File: config.mk
export PLATFORM = sky130hd
export DESIGN_NAME = legacy_sysctl_ports
export DESIGN_NICKNAME = d
export VERILOG_FILES = /design/src/rtl/legacy_ports_pkg.sv /design/src/rtl/lp_sync_chain.sv /design/src/rtl/lp_err_source.sv /design/src/rtl/legacy_sysctl_ports.sv
export SDC_FILE = /design/constraint.sdc
export NUM_CORES = 1
export LEC_CHECK = 0
export ABC_AREA = 1
export BUFFER_PORTS_ARGS = -buffer_cell sky130_fd_sc_hd__buf_2
export CELL_PAD_IN_SITES_DETAIL_PLACEMENT = 0
export CELL_PAD_IN_SITES_GLOBAL_PLACEMENT = 1
export CORE_UTILIZATION = 37
export CTS_CLUSTER_SIZE = 20
export DETAILED_ROUTE_END_ITERATION = 7
export GPL_ROUTABILITY_DRIVEN = 0
export GPL_TIMING_DRIVEN = 0
export PLACE_DENSITY_LB_ADDON = 0.1
export REMOVE_ABC_BUFFERS = 1
export SYNTH_ARGS = -nofsm -noshare
export SYNTH_HDL_FRONTEND = slang
export SYNTH_SLANG_ARGS = --single-unit
File: constraint.sdc
create_clock -name clk -period 2.6 [get_ports clk]
set_input_delay 0.26 -clock clk [delete_from_list [all_inputs] [get_ports clk]]
set_output_delay 0.26 -clock clk [all_outputs]
set_load 0.01 [all_outputs]
File: src/rtl/legacy_ports_pkg.sv
package legacy_ports_pkg;

    localparam int BYTE_W = 8;
    localparam int RTC_AW = BYTE_W - 1;
    localparam int NUM_ERR_SRC = 2;

    typedef enum logic [1:0] {
        ERR_ARMED    = 2'b00,
        ERR_LATCHED  = 2'b01,
        ERR_DISABLED = 2'b10
    } err_state_e;

endpackage

File: src/rtl/lp_sync_chain.sv
module lp_sync_chain #(
    parameter int   STAGES    = 2,
    parameter logic RESET_VAL = 1'b1
) (
    input  logic clk,
    input  logic rst_n,
    input  logic d,
    output logic q
);

    logic [STAGES-1:0] chain_q;

    always_ff @(posedge clk or negedge rst_n) begin
        if (!rst_n) begin
            chain_q <= {STAGES{RESET_VAL}};
        end else begin
            chain_q <= {chain_q[STAGES-2:0], d};
        end
    end

    assign q = chain_q[STAGES-1];

endmodule

File: src/rtl/lp_err_source.sv
module lp_err_source
    import legacy_ports_pkg::*;
(
    input  logic clk,
    input  logic rst_n,
    input  logic err_hit,
    input  logic wr_ctl,
    input  logic wr_bit,
    output logic flag,
    output logic dis
);

    err_state_e state_q;
    err_state_e state_d;
    logic       clear_req;

    assign clear_req = wr_ctl && wr_bit;

    always_ff @(posedge clk or negedge rst_n) begin
        if (!rst_n) begin
            state_q <= ERR_ARMED;
        end else begin
            state_q <= state_d;
        end
    end

    always_comb begin
        state_d = state_q;
        unique case (state_q)
            ERR_ARMED: begin
                if (clear_req) begin
                    state_d = ERR_DISABLED;
                end else if (err_hit) begin
                    state_d = ERR_LATCHED;
                end
            end
            ERR_LATCHED: begin
                if (clear_req) begin
                    state_d = ERR_DISABLED;
                end
            end
            ERR_DISABLED: begin
                if (wr_ctl && !wr_bit) begin
                    state_d = ERR_ARMED;
                end
            end
            default: state_d = ERR_ARMED;
        endcase
    end

    always_comb begin
        flag = (state_q == ERR_LATCHED);
        dis  = (state_q == ERR_DISABLED);
    end

    assert_clear_wins_R10: assert property (@(posedge clk) disable iff (!rst_n)
        clear_req |=> (!flag && dis))
        else $error("clear-and-disable write did not win");

    assert_sticky_flag_R5: assert property (@(posedge clk) disable iff (!rst_n)
        (flag && !clear_req) |=> flag)
        else $error("latched flag dropped without a clear write");

    assert_no_capture_disabled_R6: assert property (@(posedge clk) disable iff (!rst_n)
        (dis && !wr_ctl) |=> !flag)
        else $error("disabled source captured an error");

endmodule

File: src/rtl/legacy_sysctl_ports.sv
module legacy_sysctl_ports
    import legacy_ports_pkg::*;
#(
    parameter int SYNC_STAGES = 2
) (
    input  logic              clk,
    input  logic              rst_n,
    input  logic              portb_wr,
    input  logic              rtcidx_wr,
    input  logic [BYTE_W-1:0] wr_data,
    output logic [BYTE_W-1:0] portb_rdata,
    input  logic              chk_err_n,
    input  logic              bus_err_n,
    input  logic              refresh_pulse,
    input  logic              tmr2_out,
    output logic              tmr2_gate,
    output logic              spkr,
    output logic              nmi_req,
    output logic [RTC_AW-1:0] rtc_index
);

    localparam int CTL_BASE = 2;

    logic [NUM_ERR_SRC-1:0] err_raw_n;
    logic [NUM_ERR_SRC-1:0] err_sync_n;
    logic [NUM_ERR_SRC-1:0] err_flag;
    logic [NUM_ERR_SRC-1:0] err_dis;

    logic              t2_en_q;
    logic              spk_en_q;
    logic              refr_tgl_q;
    logic              nmi_mask_q;
    logic [RTC_AW-1:0] rtc_idx_q;

    // index 0: system error (control bit 2), index 1: channel check (bit 3)
    assign err_raw_n = {chk_err_n, bus_err_n};

    for (genvar gi = 0; gi < NUM_ERR_SRC; gi++) begin : g_src
        lp_sync_chain #(
            .STAGES    (SYNC_STAGES),
            .RESET_VAL (1'b1)
        ) u_sync (
            .clk   (clk),
            .rst_n (rst_n),
            .d     (err_raw_n[gi]),
            .q     (err_sync_n[gi])
        );

        lp_err_source u_src (
            .clk     (clk),
            .rst_n   (rst_n),
            .err_hit (!err_sync_n[gi]),
            .wr_ctl  (portb_wr),
            .wr_bit  (wr_data[CTL_BASE+gi]),
            .flag    (err_flag[gi]),
            .dis     (err_dis[gi])
        );
    end

    always_ff @(posedge clk or negedge rst_n) begin
        if (!rst_n) begin
            t2_en_q  <= 1'b0;
            spk_en_q <= 1'b0;
        end else if (portb_wr) begin
            t2_en_q  <= wr_data[0];
            spk_en_q <= wr_data[1];
        end
    end

    always_ff @(posedge clk or negedge rst_n) begin
        if (!rst_n) begin
            refr_tgl_q <= 1'b0;
        end else if (refresh_pulse) begin
            refr_tgl_q <= !refr_tgl_q;
        end
    end

    always_ff @(posedge clk or negedge rst_n) begin
        if (!rst_n) begin
            nmi_mask_q <= 1'b1;
            rtc_idx_q  <= '0;
        end else if (rtcidx_wr) begin
            nmi_mask_q <= wr_data[BYTE_W-1];
            rtc_idx_q  <= wr_data[RTC_AW-1:0];
        end
    end

    always_comb begin
        portb_rdata = {err_flag[0], err_flag[1], tmr2_out, refr_tgl_q,
                       err_dis[1], err_dis[0], spk_en_q, t2_en_q};
        tmr2_gate   = t2_en_q;
        spkr        = spk_en_q && tmr2_out;
        nmi_req     = (|err_flag) && !nmi_mask_q;
        rtc_index   = rtc_idx_q;
    end

    assert_gate_follows_write_R2: assert property (@(posedge clk) disable iff (!rst_n)
        portb_wr |=> (tmr2_gate == $past(wr_data[0])))
        else $error("counter 2 gate did not take written value");

    assert_speaker_quiet_R3: assert property (@(posedge clk) disable iff (!rst_n)
        !tmr2_out |-> !spkr)
        else $error("speaker high while counter 2 output low");

    assert_refresh_flip_R4: assert property (@(posedge clk) disable iff (!rst_n)
        refresh_pulse |=> (portb_rdata[4] != $past(portb_rdata[4])))
        else $error("refresh toggle did not flip");

    assert_refresh_hold_R4: assert property (@(posedge clk) disable iff (!rst_n)
        !refresh_pulse |=> $stable(portb_rdata[4]))
        else $error("refresh toggle changed without a refresh");

    assert_masked_quiet_R7: assert property (@(posedge clk) disable iff (!rst_n)
        nmi_mask_q |-> !nmi_req)
        else $error("NMI raised while masked");

    assert_mask_load_R8: assert property (@(posedge clk) disable iff (!rst_n)
        rtcidx_wr |=> (nmi_mask_q == $past(wr_data[BYTE_W-1])))
        else $error("master mask not loaded from bit 7");

endmodule

# After elaboration in Yosys (flattened, before gate mapping)
# Index checks and enable logic that the tools add are counted.
[word_totals]
output_inout_bits = 18
regBits = 19
mem_bits_ro = 0
latchBits = 0
memories = 0
ramBits = 0
input_bits = 16
[op_classes]
mux = 10
n_mul = 0
magnitude_cmp = 0
n_div = 0
n_bitwise = 0
n_reduce_logical = 15
n_shift = 0
eq_ne = 10
n_addsub = 0
[ops]
columns = ["operator", "n"]
rows = [
  ["two-way mux 2 bit", 8],
  ["case mux 2 bit (3 select lines)", 2],
  ["inequality test 2 bit, second input constant", 4],
  ["logical AND 1 bit", 6],
  ["inequality test 3 x 2 -> 1 bit, second input constant", 2],
  ["AND reduction 3 bit", 2],
  ["equality test 2 x 1 -> 1 bit, second input constant", 2],
  ["equality test 2 bit, second input constant", 2],
  ["zero test 1 bit", 4],
  ["zero test 2 bit", 2],
  ["OR reduction 2 bit", 1],
]

# Logic depth before layout (Yosys ltp)
[logic_depth]
ltp_word = 4
ltp_mapped = 5
ltp_nobuf = 5

# Cells and area by module
# Synthesis repeated with hierarchy kept, for this count alone.
[unflattened]
cells_unflattened = 93
hier_area_um2 = 832.0
[by_module_without_submodules]
columns = ["module", "n_inst", "area_per_inst_um2", "cells_per_inst", "seq_area_each_um2"]
rows = [
  ["legacy_sysctl_ports", 1, 479.2, 59, 276.5],
  ["lp_err_source", 2, 123.9, 15, 50.0],
  ["lp_sync_chain", 2, 52.6, 2, 52.6],
]

# Worst setup path after synthesis
# Ideal clock, no wire load.
[synth_path]
kind = "register -> output"
start = "reg g_src[0].u_src.state_q[0]"
end = "out nmi_req"
n_path_buf = 0
stages_incl_launch_ff = 4
arrival_time_ns = 0.754
setup_slack_ns = 1.586
path_cell_list = "dfrtp_1 -> inv_2 -> nor2_4 -> o21a_1"
[synth_between]
elab_chain_len = 3
[synth_rtl]
columns = ["item", "line", "rtl"]
rows = [
  ["start: declaration", "lp_err_source.sv:13", "err_state_e state_q;"],
  ["start signal: assignment", "lp_err_source.sv:23", "state_q <= state_d;"],
  ["equality test 2 x 1 -> 1 bit", "lp_err_source.sv:52", "flag = (state_q == ERR_LATCHED);"],
  ["via g_src[0].u_src.flag", "lp_err_source.sv:9", "output logic flag,"],
  ["OR reduction 2 bit", "legacy_sysctl_ports.sv:93", "nmi_req = (|err_flag) && !nmi_mask_q;"],
  ["logical AND 1 bit", "legacy_sysctl_ports.sv:93", ""],
  ["end: declaration", "legacy_sysctl_ports.sv:18", "output logic nmi_req,"],
]
# The timed path passes the listed nets, and every way through them passes these cells.

# Worst setup path in the final report
[layout_path]
start = "reg g_src[0].u_src.state_q[0]"
end = "out nmi_req"
[layout_between]
elab_chain_len = 3
[layout_rtl]
columns = ["item", "line"]
rows = [
  ["equality test 2 x 1 -> 1 bit", "lp_err_source.sv:52"],
  ["OR reduction 2 bit", "legacy_sysctl_ports.sv:93"],
  ["logical AND 1 bit", "legacy_sysctl_ports.sv:93"],
]
# Every way passes these cells.

==> reports/metrics.yaml <==
status: "complete, no violations"
drt_iter0_markers: 7
grt-ovfl-total: 0
synth_seq_cells: 19
finalCritPeriodShare: 0.5564
hpwl_um: 1057
drive_gt1_frac: 0.5370
die_area_sq_um: 2499
viasPerCell: 4.412
ant_nets: 0
hold_viol_final: 0
routedWlPerCell_um: 9.941
root_buffer: "clkbuf_4"
crit_fanout: 3
fin_nets: 125
whs_ps: 60.26
cts_tree: "built"
syn-instance-count: 79
cp_slowest_cell: "dfrtp_1"
core_sq_um: 2191
final_common_cell: "buf_2"
r2r_slack_ps: 1690
reg2reg_depth: 5
numCtsBuffers: 3
clock_latency_ps: 280
clk_pin_slew_ps: 100
yosys_warnings: 0
critPathCaptureType: "primary output"
grt_max_degree: 20
h-tree-depth: 1
ir_drop_mv: 0.4068
criticalPathCategory: "reg2out"
gr-usage-all-layers: 0.1293
maxSlewHeadroom: 0.7227
totalWireLength_um: 1352
n_antenna_cell: 0
synth_cell_types: 19
p_leak_nw: 0.5262
grt_pass1_vias: 530
path_cells: "inv_2 -> nor2_4 -> o21a_1 -> buf_2"
port_buffers: 33
area_growth_pct: 20.12
clock-sinks: 19
syn_area_per_cell_sq_um: 10.79
grt_pass1_wl_um: 2304
io_pins: 34
setup_tns_ps: 0
timing.fmax_ghz: 0.6913
fillerInstances: 222
cp_data_required_time_ps: 2340
fin_skew_ps: 0.1678
antenna_found_initial: 0
hold_depth: 1
syn-cell-area_sq_um: 852.1
die_w_um: 49.99
synth-main-ff-cell: "dfrtp_1"
arrival_ps: 1190
die_y_um: 49.99
rsz0062_at_grt: "no"
drcViolationCount: 0
final_cell_mix: "buf_2 (33), dfrtp_1 (14), nand2_1 (11), inv_1 (7), mux2_2 (7)"
cap_violations: 0
cts.path.max_buffers: 2
async_flop_share: 1.000
synth-edff-count: 0
yosysSeqAreaShare: 0.5653
p_per_area_nw_per_um2: 829.3
vias: 600
setup_violations: 0
place_area_sq_um: 987.2
min_path_type: "in2reg"
worst_slew_pin_slew_ps: 415.9
core.rowCount: 17
cts-resized-gates: 0
first_pass_iters: 3
crit_path_max_incr_delay_ps: 440
final_area_sq_um: 1023
maxSlewViolCount: 0
min_period_ps: 1447
start_util: 0.3889
start_kind: "flip-flop"
[worst max-delay path, delay by kind of cell (launching register included)]
family	cells	cell delay, ps
buffers and inverters	2	250
DFF	1	440
AOI/OAI and AO/OA	1	170
and+or+nand+nor	1	40
[power breakdown]
part	internal (mW)	switching (mW)
registers	0.356	0.0526
clock network	0.0596	0.0860
logic	0.131	0.164
[worst paths after layout]
kind,start,endpoint
max,g_src[0].u_src.state_q[0],nmi_req
min,bus_err_n,g_src[0].u_sync.chain_q[0]
max reg2reg,g_src[0].u_src.state_q[1],g_src[0].u_src.state_q[1]
min reg2reg,g_src[0].u_sync.chain_q[0],g_src[0].u_sync.chain_q[1]
max in group asynchronous,rst_n,g_src[0].u_sync.chain_q[1]
min in group asynchronous,rst_n,g_src[1].u_src.state_q[1]
[state kept, by name, indices dropped and copies added, names as in the netlist]
name	flops
g_src.u_sync.chain_q	4
g_src.u_src.state_q	4
nmi_mask_q	1
rtc_index	7
spk_en_q	1
refr_tgl_q	1
tmr2_gate	1
[stage by stage]
| step | power, mW | instances | worst slack, ps | utilization |
|---|---|---|---|---|
| after floorplan | 0.6093 | 70 | 1536 | - |
| after detailed placement | 0.7145 | 131 | 1476 | 0.4506 |
| final | 0.8488 | 136 | 1153 | 0.4672 |
| after global placement | 0.7134 | 131 | 1476 | 0.4506 |
| after CTS | 0.8643 | 136 | 1133 | 0.4672 |
| after global routing | 0.9280 | 136 | 1025 | 0.4672 |
[per-layer routing]
metal	part of all wire	routed length (um)	GRT usage
met5	0	0	0
met4	0.013	17	0.08571
met1	0.47	632	0.1813
met2	0.47	640	0.1822
met3	0.046	62	0.01852
[cells in the mapped netlist (2+ instances only)]
cell type,instances,area [sq um]
nand4_1,4,25.02
nand2_1,11,41.29
mux2_2,7,78.83
dfstp_2,5,131.4
nand3_1,3,15.01
inv_1,7,26.28
dfrtp_1,14,350.3
a21oi_1,2,10.01
nor2_4,2,22.52
a21oi_2,2,17.52
buf_4,8,60.06
nor2_1,4,15.01
nand2_2,3,18.77
inv_2,2,7.510
[what timing repair did]
item                                    4_1_cts  5_1_grt
endpoints found under the hold margin        14        0
buffers inserted                              0        0
endpoints found under the setup margin        0        0
hold buffers                                  1        0
[kinds of logic after synthesis]
| logic type | share of synthesized area |
|---|---|
| flip-flops | 0.5654 |
| buffers and inverters | 0.1160 |
| multiplexers | 0.09252 |
| AO/OA/AOI/OAI | 0.04699 |
| XOR/XNOR | 0.01028 |
| AND/OR/NAND/NOR | 0.1689 |
[final cells by class]
class,instances,area (sq um),area share
multi-input cells,42,271.5,0.2653
well taps,28,35.03,0.03423
repair buffers,34,175.2,0.1711
inverters,9,33.78,0.03301
flip-flops and latches,19,481.7,0.4707
clock buffers,4,26.28,0.02567
(Power assumes the default switching activity.)
